### config.mk
export PLATFORM = sky130hd
export DESIGN_NAME = sw_int_regs
export DESIGN_NICKNAME = d
export VERILOG_FILES = /design/src/rtl/sw_int_pkg.sv /design/src/rtl/sw_int_ctrl.sv /design/src/rtl/sw_int_dpath.sv /design/src/rtl/sw_int_regs.sv
export SDC_FILE = /design/constraint.sdc
export NUM_CORES = 1
export LEC_CHECK = 0
export BUFFER_PORTS_ARGS = -buffer_cell sky130_fd_sc_hd__buf_4
export CAP_MARGIN = 20
export CORE_MARGIN = 1.5
export CORE_UTILIZATION = 50
export CTS_BUF_LIST = sky130_fd_sc_hd__clkbuf_8
export CTS_CLUSTER_SIZE = 16
export DETAILED_ROUTE_END_ITERATION = 8
export HOLD_SLACK_MARGIN = 0.05
export MAX_ROUTING_LAYER = met4
export PLACE_DENSITY = 0.81
export SETUP_SLACK_MARGIN = 0.3
export SLEW_MARGIN = 20
export SYNTH_ARGS = -nofsm -noshare
export SYNTH_HDL_FRONTEND = slang
export SYNTH_SLANG_ARGS = --single-unit
### constraint.sdc
create_clock -name clk -period 2.2 [get_ports clk]
set_input_delay 0.11 -clock clk [delete_from_list [all_inputs] [get_ports clk]]
set_output_delay 0.11 -clock clk [all_outputs]
set_load 0.05 [all_outputs]
### src/rtl/sw_int_pkg.sv
package sw_int_pkg;

  localparam int unsigned REG_W = 32;
  localparam int unsigned OFS_W = 12;

  // Byte offsets; firmware depends on these exact values.
  localparam logic [OFS_W-1:0] OFS_DATA_A = 12'h028;
  localparam logic [OFS_W-1:0] OFS_DATA_B = 12'h02C;
  localparam logic [OFS_W-1:0] OFS_CTRL   = 12'h04C;
  localparam logic [OFS_W-1:0] OFS_STAT   = 12'h050;
  localparam logic [OFS_W-1:0] OFS_SW_SET = 12'h1F0;
  localparam logic [OFS_W-1:0] OFS_SW_CLR = 12'h1F4;

  // Trigger and forced bit positions.
  localparam int unsigned BIT_RAISE     = 29;
  localparam int unsigned BIT_CTRL_DROP = 16;
  localparam int unsigned BIT_STAT_LO   = 16;
  localparam int unsigned BIT_STAT_HI   = 29;
  localparam int unsigned BIT_FORCE_ONE = 17;

  typedef enum logic [2:0] {
    SEL_NONE,
    SEL_DATA_A,
    SEL_DATA_B,
    SEL_CTRL,
    SEL_STAT,
    SEL_SWORD
  } regSel_e;

  typedef struct packed {
    logic    wrDataA;
    logic    wrDataB;
    logic    wrCtrl;
    logic    wrStat;
    logic    wrSwSet;
    logic    wrSwClr;
    regSel_e rdSel;
  } regStb_t;

endpackage

### src/rtl/sw_int_ctrl.sv
module sw_int_ctrl
  import sw_int_pkg::*;
#(
  parameter int unsigned DATA_W = REG_W,
  parameter int unsigned ADDR_W = OFS_W
) (
  input  logic              clk,
  input  logic              rstN,
  input  logic [ADDR_W-1:0] busAddr,
  input  logic              busWrEn,
  input  logic [DATA_W-1:0] busWrData,
  input  logic              busRdEn,
  output regStb_t           stb,
  output logic              intLine
);

  regSel_e addrHit;
  logic    hitSet;
  logic    hitClr;
  logic    raiseReq;
  logic    dropReq;

  // Exact-match decode: misaligned or unlisted addresses fall to SEL_NONE.
  always_comb begin
    addrHit = SEL_NONE;
    hitSet  = 1'b0;
    hitClr  = 1'b0;
    case (busAddr)
      ADDR_W'(OFS_DATA_A): addrHit = SEL_DATA_A;
      ADDR_W'(OFS_DATA_B): addrHit = SEL_DATA_B;
      ADDR_W'(OFS_CTRL):   addrHit = SEL_CTRL;
      ADDR_W'(OFS_STAT):   addrHit = SEL_STAT;
      ADDR_W'(OFS_SW_SET): begin addrHit = SEL_SWORD; hitSet = 1'b1; end
      ADDR_W'(OFS_SW_CLR): begin addrHit = SEL_SWORD; hitClr = 1'b1; end
      default:             addrHit = SEL_NONE;
    endcase
  end

  always_comb begin
    stb.wrDataA = busWrEn && (addrHit == SEL_DATA_A);
    stb.wrDataB = busWrEn && (addrHit == SEL_DATA_B);
    stb.wrCtrl  = busWrEn && (addrHit == SEL_CTRL);
    stb.wrStat  = busWrEn && (addrHit == SEL_STAT);
    stb.wrSwSet = busWrEn && hitSet;
    stb.wrSwClr = busWrEn && hitClr;
    stb.rdSel   = busRdEn ? addrHit : SEL_NONE;
  end

  always_comb begin
    raiseReq = (stb.wrDataB && busWrData[BIT_RAISE]) || stb.wrSwSet;
    dropReq  = (stb.wrCtrl && busWrData[BIT_CTRL_DROP])
            || (stb.wrStat && (busWrData[BIT_STAT_LO] || busWrData[BIT_STAT_HI]))
            || stb.wrSwClr;
  end

  // Held interrupt level; only one write per cycle, so raise and drop never coincide.
  always_ff @(posedge clk or negedge rstN) begin
    if (!rstN)         intLine <= 1'b0;
    else if (raiseReq) intLine <= 1'b1;
    else if (dropReq)  intLine <= 1'b0;
  end

  assert_b_raise_R3: assert property (@(posedge clk) disable iff (!rstN)
    (busWrEn && busAddr == ADDR_W'(OFS_DATA_B) && busWrData[BIT_RAISE]) |=> intLine);

  assert_ctrl_drop_R4: assert property (@(posedge clk) disable iff (!rstN)
    (busWrEn && busAddr == ADDR_W'(OFS_CTRL) && busWrData[BIT_CTRL_DROP]) |=> !intLine);

  assert_stat_drop_R5: assert property (@(posedge clk) disable iff (!rstN)
    (busWrEn && busAddr == ADDR_W'(OFS_STAT)
     && (busWrData[BIT_STAT_LO] || busWrData[BIT_STAT_HI])) |=> !intLine);

  assert_set_raise_R6: assert property (@(posedge clk) disable iff (!rstN)
    (busWrEn && busAddr == ADDR_W'(OFS_SW_SET)) |=> intLine);

  assert_clr_drop_R7: assert property (@(posedge clk) disable iff (!rstN)
    (busWrEn && busAddr == ADDR_W'(OFS_SW_CLR)) |=> !intLine);

  assert_idle_hold_R9: assert property (@(posedge clk) disable iff (!rstN)
    !busWrEn |=> $stable(intLine));

  assert_one_strobe_R8: assert property (@(posedge clk) disable iff (!rstN)
    $onehot0({stb.wrDataA, stb.wrDataB, stb.wrCtrl, stb.wrStat, stb.wrSwSet, stb.wrSwClr}));

endmodule

### src/rtl/sw_int_dpath.sv
module sw_int_dpath
  import sw_int_pkg::*;
#(
  parameter int unsigned DATA_W = REG_W
) (
  input  logic              clk,
  input  logic              rstN,
  input  regStb_t           stb,
  input  logic [DATA_W-1:0] wrData,
  output logic [DATA_W-1:0] rdData
);

  logic [DATA_W-1:0] dataAReg;
  logic [DATA_W-1:0] dataBReg;
  logic [DATA_W-1:0] ctrlReg;
  logic [DATA_W-1:0] statReg;
  logic [DATA_W-1:0] swWord;

  always_ff @(posedge clk or negedge rstN) begin
    if (!rstN) begin
      dataAReg <= '0;
      dataBReg <= '0;
      ctrlReg  <= '0;
      statReg  <= '0;
    end else begin
      if (stb.wrDataA) dataAReg <= wrData;
      if (stb.wrDataB) dataBReg <= wrData;
      if (stb.wrCtrl)  ctrlReg  <= wrData;
      if (stb.wrStat)  statReg  <= wrData;
    end
  end

  // Software interrupt word: per-bit set/clear cells.
  for (genvar b = 0; b < DATA_W; b++) begin : g_swBit
    always_ff @(posedge clk or negedge rstN) begin
      if (!rstN)                           swWord[b] <= 1'b0;
      else if (stb.wrSwSet && wrData[b])   swWord[b] <= 1'b1;
      else if (stb.wrSwClr && wrData[b])   swWord[b] <= 1'b0;
    end
  end

  logic [DATA_W-1:0] forceMask;
  assign forceMask = DATA_W'(1) << BIT_FORCE_ONE;

  always_comb begin
    case (stb.rdSel)
      SEL_DATA_A: rdData = dataAReg;
      SEL_DATA_B: rdData = dataBReg;
      SEL_CTRL:   rdData = ctrlReg | forceMask;
      SEL_STAT:   rdData = statReg;
      SEL_SWORD:  rdData = swWord;
      default:    rdData = '0;
    endcase
  end

  assert_ctrl_force_R4: assert property (@(posedge clk) disable iff (!rstN)
    (stb.rdSel == SEL_CTRL) |-> rdData[BIT_FORCE_ONE]);

  assert_stat_store_R5: assert property (@(posedge clk) disable iff (!rstN)
    stb.wrStat |=> (statReg == $past(wrData)));

  assert_sw_or_R6: assert property (@(posedge clk) disable iff (!rstN)
    stb.wrSwSet |=> ((swWord & $past(wrData)) == $past(wrData)));

  assert_sw_clr_R7: assert property (@(posedge clk) disable iff (!rstN)
    stb.wrSwClr |=> ((swWord & $past(wrData)) == '0));

  assert_a_store_R2: assert property (@(posedge clk) disable iff (!rstN)
    stb.wrDataA |=> (dataAReg == $past(wrData)));

endmodule

### src/rtl/sw_int_regs.sv
module sw_int_regs
  import sw_int_pkg::*;
#(
  parameter int unsigned DATA_W = REG_W,
  parameter int unsigned ADDR_W = OFS_W
) (
  input  logic              clk,
  input  logic              rstN,
  input  logic [ADDR_W-1:0] busAddr,
  input  logic              busWrEn,
  input  logic [DATA_W-1:0] busWrData,
  input  logic              busRdEn,
  output logic [DATA_W-1:0] busRdData,
  output logic              intLine
);

  regStb_t stb;

  sw_int_ctrl #(.DATA_W(DATA_W), .ADDR_W(ADDR_W)) i_ctrl (
    .clk       (clk),
    .rstN      (rstN),
    .busAddr   (busAddr),
    .busWrEn   (busWrEn),
    .busWrData (busWrData),
    .busRdEn   (busRdEn),
    .stb       (stb),
    .intLine   (intLine)
  );

  sw_int_dpath #(.DATA_W(DATA_W)) i_dpath (
    .clk    (clk),
    .rstN   (rstN),
    .stb    (stb),
    .wrData (busWrData),
    .rdData (busRdData)
  );

  assert_rd_idle_R10: assert property (@(posedge clk) disable iff (!rstN)
    !busRdEn |-> (busRdData == '0));

endmodule

==> Word level (Yosys, flattened, before mapping) <==
Index checks and enable logic that the tools add are counted.
{ "word_totals": {"n_memories": 0, "wordCells": 234, "rom_bits": 0, "ram_bits": 0, "output_inout_bits": 33, "input_bits": 48, "latchBits": 0, "register_bits": 161} }
{ "classes": {"n_eq_ne": 15, "n_lt_le_gt_ge": 0, "div": 0, "shifts": 0, "reduce_logical": 111, "add_sub_neg": 0, "muxes": 71, "n_bitwise": 0, "n_mul": 0} }
{ "ops": {"columns": ["operator", "n"], "rows": [
  ["case mux 32 bit (5 select lines)", 1],
  ["logical AND 1 bit", 73],
  ["two-way mux 1 bit", 68],
  ["nonzero test 2 bit", 33],
  ["equality test 12 x 6 -> 1 bit, second input constant", 2],
  ["equality test 12 x 7 -> 1 bit, second input constant", 2],
  ["equality test 12 x 9 -> 1 bit, second input constant", 2],
  ["case mux 3 bit (5 select lines)", 1],
  ["equality test 3 x 2 -> 1 bit, second input constant", 4],
  ["equality test 3 bit, second input constant", 3],
  ["equality test 3 x 1 -> 1 bit, second input constant", 2],
  ["logical OR 1 bit", 4],
  ["two-way mux 3 bit", 1],
  ["OR reduction 2 bit", 1]
]} }

==> Logic depth before layout (Yosys ltp) <==
{ "depth": {"ltp_word": 10, "depth_mapped": 7, "depth_no_buf": 4} }

==> Modules after synthesis <==
From an unflattened synthesis, not the netlist that was laid out.
{ "unflattened": {"hier_cells": 530, "hier_area_um2": 7235.7} }
{ "modules_own_cells": {"columns": ["module", "n_inst", "cells_each", "area_each_um2", "seq_area_each_um2"], "rows": [
  ["sw_int_dpath", 1, 492, 6981.7, 3978.8],
  ["sw_int_ctrl", 1, 38, 254.0, 25.0]
]} }

==> Least setup slack after synthesis <==
OpenSTA, ideal clock, no wires.
{ "synth_path": {"path_kind": "input to output", "start": "input port busAddr[4]", "end": "output port busRdData[10]", "slack_ps": -141, "path_buffers": 2, "t_required_ps": 2090, "stages": 6, "arrival_time_ps": 2231, "path_cell_list": "or4b_1 > buf_4 > nor2_1 > clkbuf_1 > a22oi_1 > o211ai_1"} }
{ "synth_between": {"elab_chain_len": 6, "elab_cells_between_ends": 15, "cone_classes": "11 x eq/ne; 3 x mux; 1 x reduce/logical"} }
{ "synth_lines": {"columns": ["item", "line_no", "source"], "rows": [
  ["from (decl)", "sw_int_regs.sv:9", "input logic [ADDR_W-1:0] busAddr,"],
  ["equality test 12 x 9 -> 1 bit", "sw_int_ctrl.sv:28", "case (busAddr)"],
  ["OR reduction 2 bit (no source line)", null, null],
  ["case mux 3 bit (5 select lines) *", "sw_int_ctrl.sv:28", null],
  ["two-way mux 3 bit *", "sw_int_ctrl.sv:46", "stb.rdSel = busRdEn ? addrHit : SEL_NONE;"],
  ["equality test 3 bit (tied with other cells)", "sw_int_dpath.sv:46", "case (stb.rdSel)"],
  ["case mux 32 bit (5 select lines) *", "sw_int_dpath.sv:46", null],
  ["to (decl)", "sw_int_regs.sv:13", "output logic [DATA_W-1:0] busRdData,"]
]} }
Every way passes the cells marked *; elsewhere a longest branch is shown, timed or not.

==> Final worst setup path <==
{ "layout_path": {"start": "input port busAddr[3]", "end": "output port busRdData[16]"} }
Same word-level chain as after synthesis.

==> metrics.yaml <==
die:
  core_mm2: 0.0144
  dieArea_mm2: 0.0154
  die_x_um: 124
  start_util_pct: 50.9
  dieHeight_um: 124
  rows: 44
  ios: 81
placement:
  gp_congestion: 0.784
  pre_cts_ws_ns: 0.0668
  hpwl_mm: 11.9
  portBuffers: 80
  placed_cells: 864
worst_hold_path:
  min_to: "i_ctrl.intLine"
  min_path_cells: 4
  worstHoldStart: "busWrEn"
  min_path_type: "in2reg"
routing:
  ant_nets: 0
  vias: 5987
  firstDrtPassIters: 7
  drc: 0
  routed_wl_mm: 22.1
  wire_per_inst_um: 23.3
  drtIter0Drc: 713
  vias_per_cell: 6.31
logic_synthesis:
  synth.top_cell.area_share_pct: 54.6
  synth.most_common_cell: "nand2_1"
  synthAdderAreaFrac_pct: 0
  synth_top_area_cell: "dfrtp_1"
  synth_edf_count: 0
  async_reset_ff_share_pct: 100
  yosysSeqAreaShare_pct: 54.6
  synth-xor-area-share_pct: 0
  ys_types: 34
  ys.flop_type: "dfrtp_1"
  synth_compound_area_share_pct: 14.0
  synth_top_family_by_area: "multiplexers"
  yosys.area_share.simple_pct: 11.6
  yosys-mux-area-fraction_pct: 16.1
  synth.area.top_cells: "dfrtp_1 55%, mux2_2 9.8%, nand2_1 8.2%, a22oi_1 6.4%, mux2_4 6.1%"
  syn_inst: 623
  syn_area_mm2: 0.00734
  ys_ff_latch: 160
  ys_warn_count: 0
  syn_area_per_cell_um2: 11.8
  synth_commonest_cells: "161 x nand2_1, 160 x dfrtp_1, 64 x mux2_2"
  synth_nets: 671
power_and_ir_drop:
  powerDensity_mw_per_mm2: 605
  peakVddDrop_uv: 394
  total_power_w: 0.00581
  p_leak_nw: 4.61
critical_path:
  cp-end-kind: "primary output"
  cp.required_ns: 2.09
  reg2reg_slack_ns: 1.30
  crit_top_cell: "buf_4"
  r2r-end: "i_ctrl.intLine"
  r2r_start: "i_ctrl.intLine"
  startpoint_type: "input pin"
  slowest_delay_ns: 0.58
  slowest_stage: "or4b_4"
  crit_start: "busAddr[3]"
  crit_arrival_ns: 2.00
  r2r.worst_path.cells: 2
  critPathMaxFanout: 8
  path_class: "in2out"
  crit_chain: "buf_4, or4b_4, nor4_4, buf_6, buf_12, a22oi_1, o211ai_1, buf_4"
timing:
  rsz0062_at_grt: "true"
  setup-tns-final_ns: 0
  relSlewSlack_pct: 69.1
  fin_worst_skew_ns: 0
  setup_slack_ns: 0.0893
  final_max_slew_viol_count: 0
  tightest_slew_ns: 0.463
  layout_min_cycle_time_ns: 2.11
  final_hold_viol_count: 0
  fin_crit_sh_pct: 95.9
  setup_viol: 0
  fmax_mhz: 474
global_route:
  grt_pass1_vias: 6121
  use_met1_pct: 36.7
  top_usage_layer: "met2"
  grt_antenna_before_repair: 0
  met2_usage_pct: 46.0
  gr-usage-met3_pct: 6.64
  gr-total-overflow: 0
  grt_usage_pct: 29.0
  grt_max_degree: 48
  grt_first_pass_wirelength_mm: 32.4
clock_tree:
  clkTransAtPathRegs_ns: 0.09
  clock_path_buffers: 2
  cts_tree: "built"
  cts_num_sinks: 160
  htreeDepth: 4
  clk_latency_ns: 0.45
  clockRootBuffer: "clkbuf_8"
  cts_buffers: 17
run_status:
  status: "finished, final reports clean"
finish:
  fill_cells: 936
  diodes: 0
  fin_cells: 949
  area_growth_pct: 30.7
  final_nets: 800
  drive_gt1_share_pct: 37.5
job:
  drv_cap: 0
per-stage QoR:
step / util [%] / cell area [µm²] / hold WS (ns)
after global placement: 57.5 / 8290 / 0.0417
after global routing: 66.5 / 9590 / 0.0702
after CTS: 64.6 / 9320 / 0.0660
after detailed placement: 57.5 / 8290 / 0.0511
after floorplan: - / 7430 / -0.186
final: 66.5 / 9590 / 0.0813
how the worst max path moves through the flow:
stage	to	slack, ns	cells past startpoint
after CTS	busRdData[25]	0.11	10
after detailed placement	busRdData[31]	0.07	7
after global placement	busRdData[31]	0.13	7
after global routing	busRdData[16]	0.05	9
final	busRdData[16]	0.09	8
after floorplan	busRdData[12]	0.14	6
worst max-delay path, delay by kind of cell:
kind            cells  cell delay (ns)
compound gates      2             0.29
buf+inv             4             0.74
simple gates        2             0.85
cell usage in the layout (no fill, tap or decap), drive strengths merged, types with 3 or more instances in the layout:
cell type,instances
o211ai,32
nor4,6
mux2,95
buf,117
clkinv,6
nand2,161
dfrtp,160
or4b,3
a22oi,63
bufinv,5
nor2,5
clkbuf,23
dlygate4sd3,33
a22o,32
what timing repair did:
| item | CTS | global route |
|---|---|---|
| hold buffers | 33 | 0 |
| endpoints found under the hold margin | 318 | 0 |
| pin swaps | 9 | 27 |
| setup endpoints to repair | 32 | 32 |
| gates cloned | 4 | 5 |
| resized for setup | 16 | 27 |
| setup buffers | 7 | 4 |
where the power goes:
part	switching (W)	total [W]	internal, W	leakage (nW)
Combinational	0.000170	0.000305	0.000135	2.14
Sequential	0.00000886	0.00296	0.00295	2.23
Clock	0.00113	0.00254	0.00141	0.232
Total	0.00131	0.00581	0.00450	4.61
registers in the layout, summed over array words and instances, names as in the netlist:
register,count
i_dpath.dataAReg,32
i_dpath.dataBReg,32
i_dpath.statReg,32
i_dpath.swWord,32
i_dpath.ctrlReg,31
i_ctrl.intLine,1
kinds of logic after synthesis:
logic type             count (synthesis)
buffers and inverters                 45
flip-flops                           160
multiplexers                          95
AND/OR/NAND/NOR                      191
AO/OA/AOI/OAI                        132
area by class of cell:
class                           instances  area [µm²]  share of cell area (%)
Multi-Input combinational cell        418        3260                    33.9
Tap cell                              184         230                    2.40
Inverter                                1        3.75                  0.0391
Clock inverter                         13         210                    2.19
Clock buffer                           19         262                    2.73
Timing Repair Buffer                  154        1630                    16.9
Sequential cell                       160        4000                    41.7
metal layers:
layer	vias up	wire length, µm
li1	2510	-
met1	3032	8680
met2	363	10800
met3	82	1840
met4	0	753
met5	-	0
(Power assumes the default switching activity.)
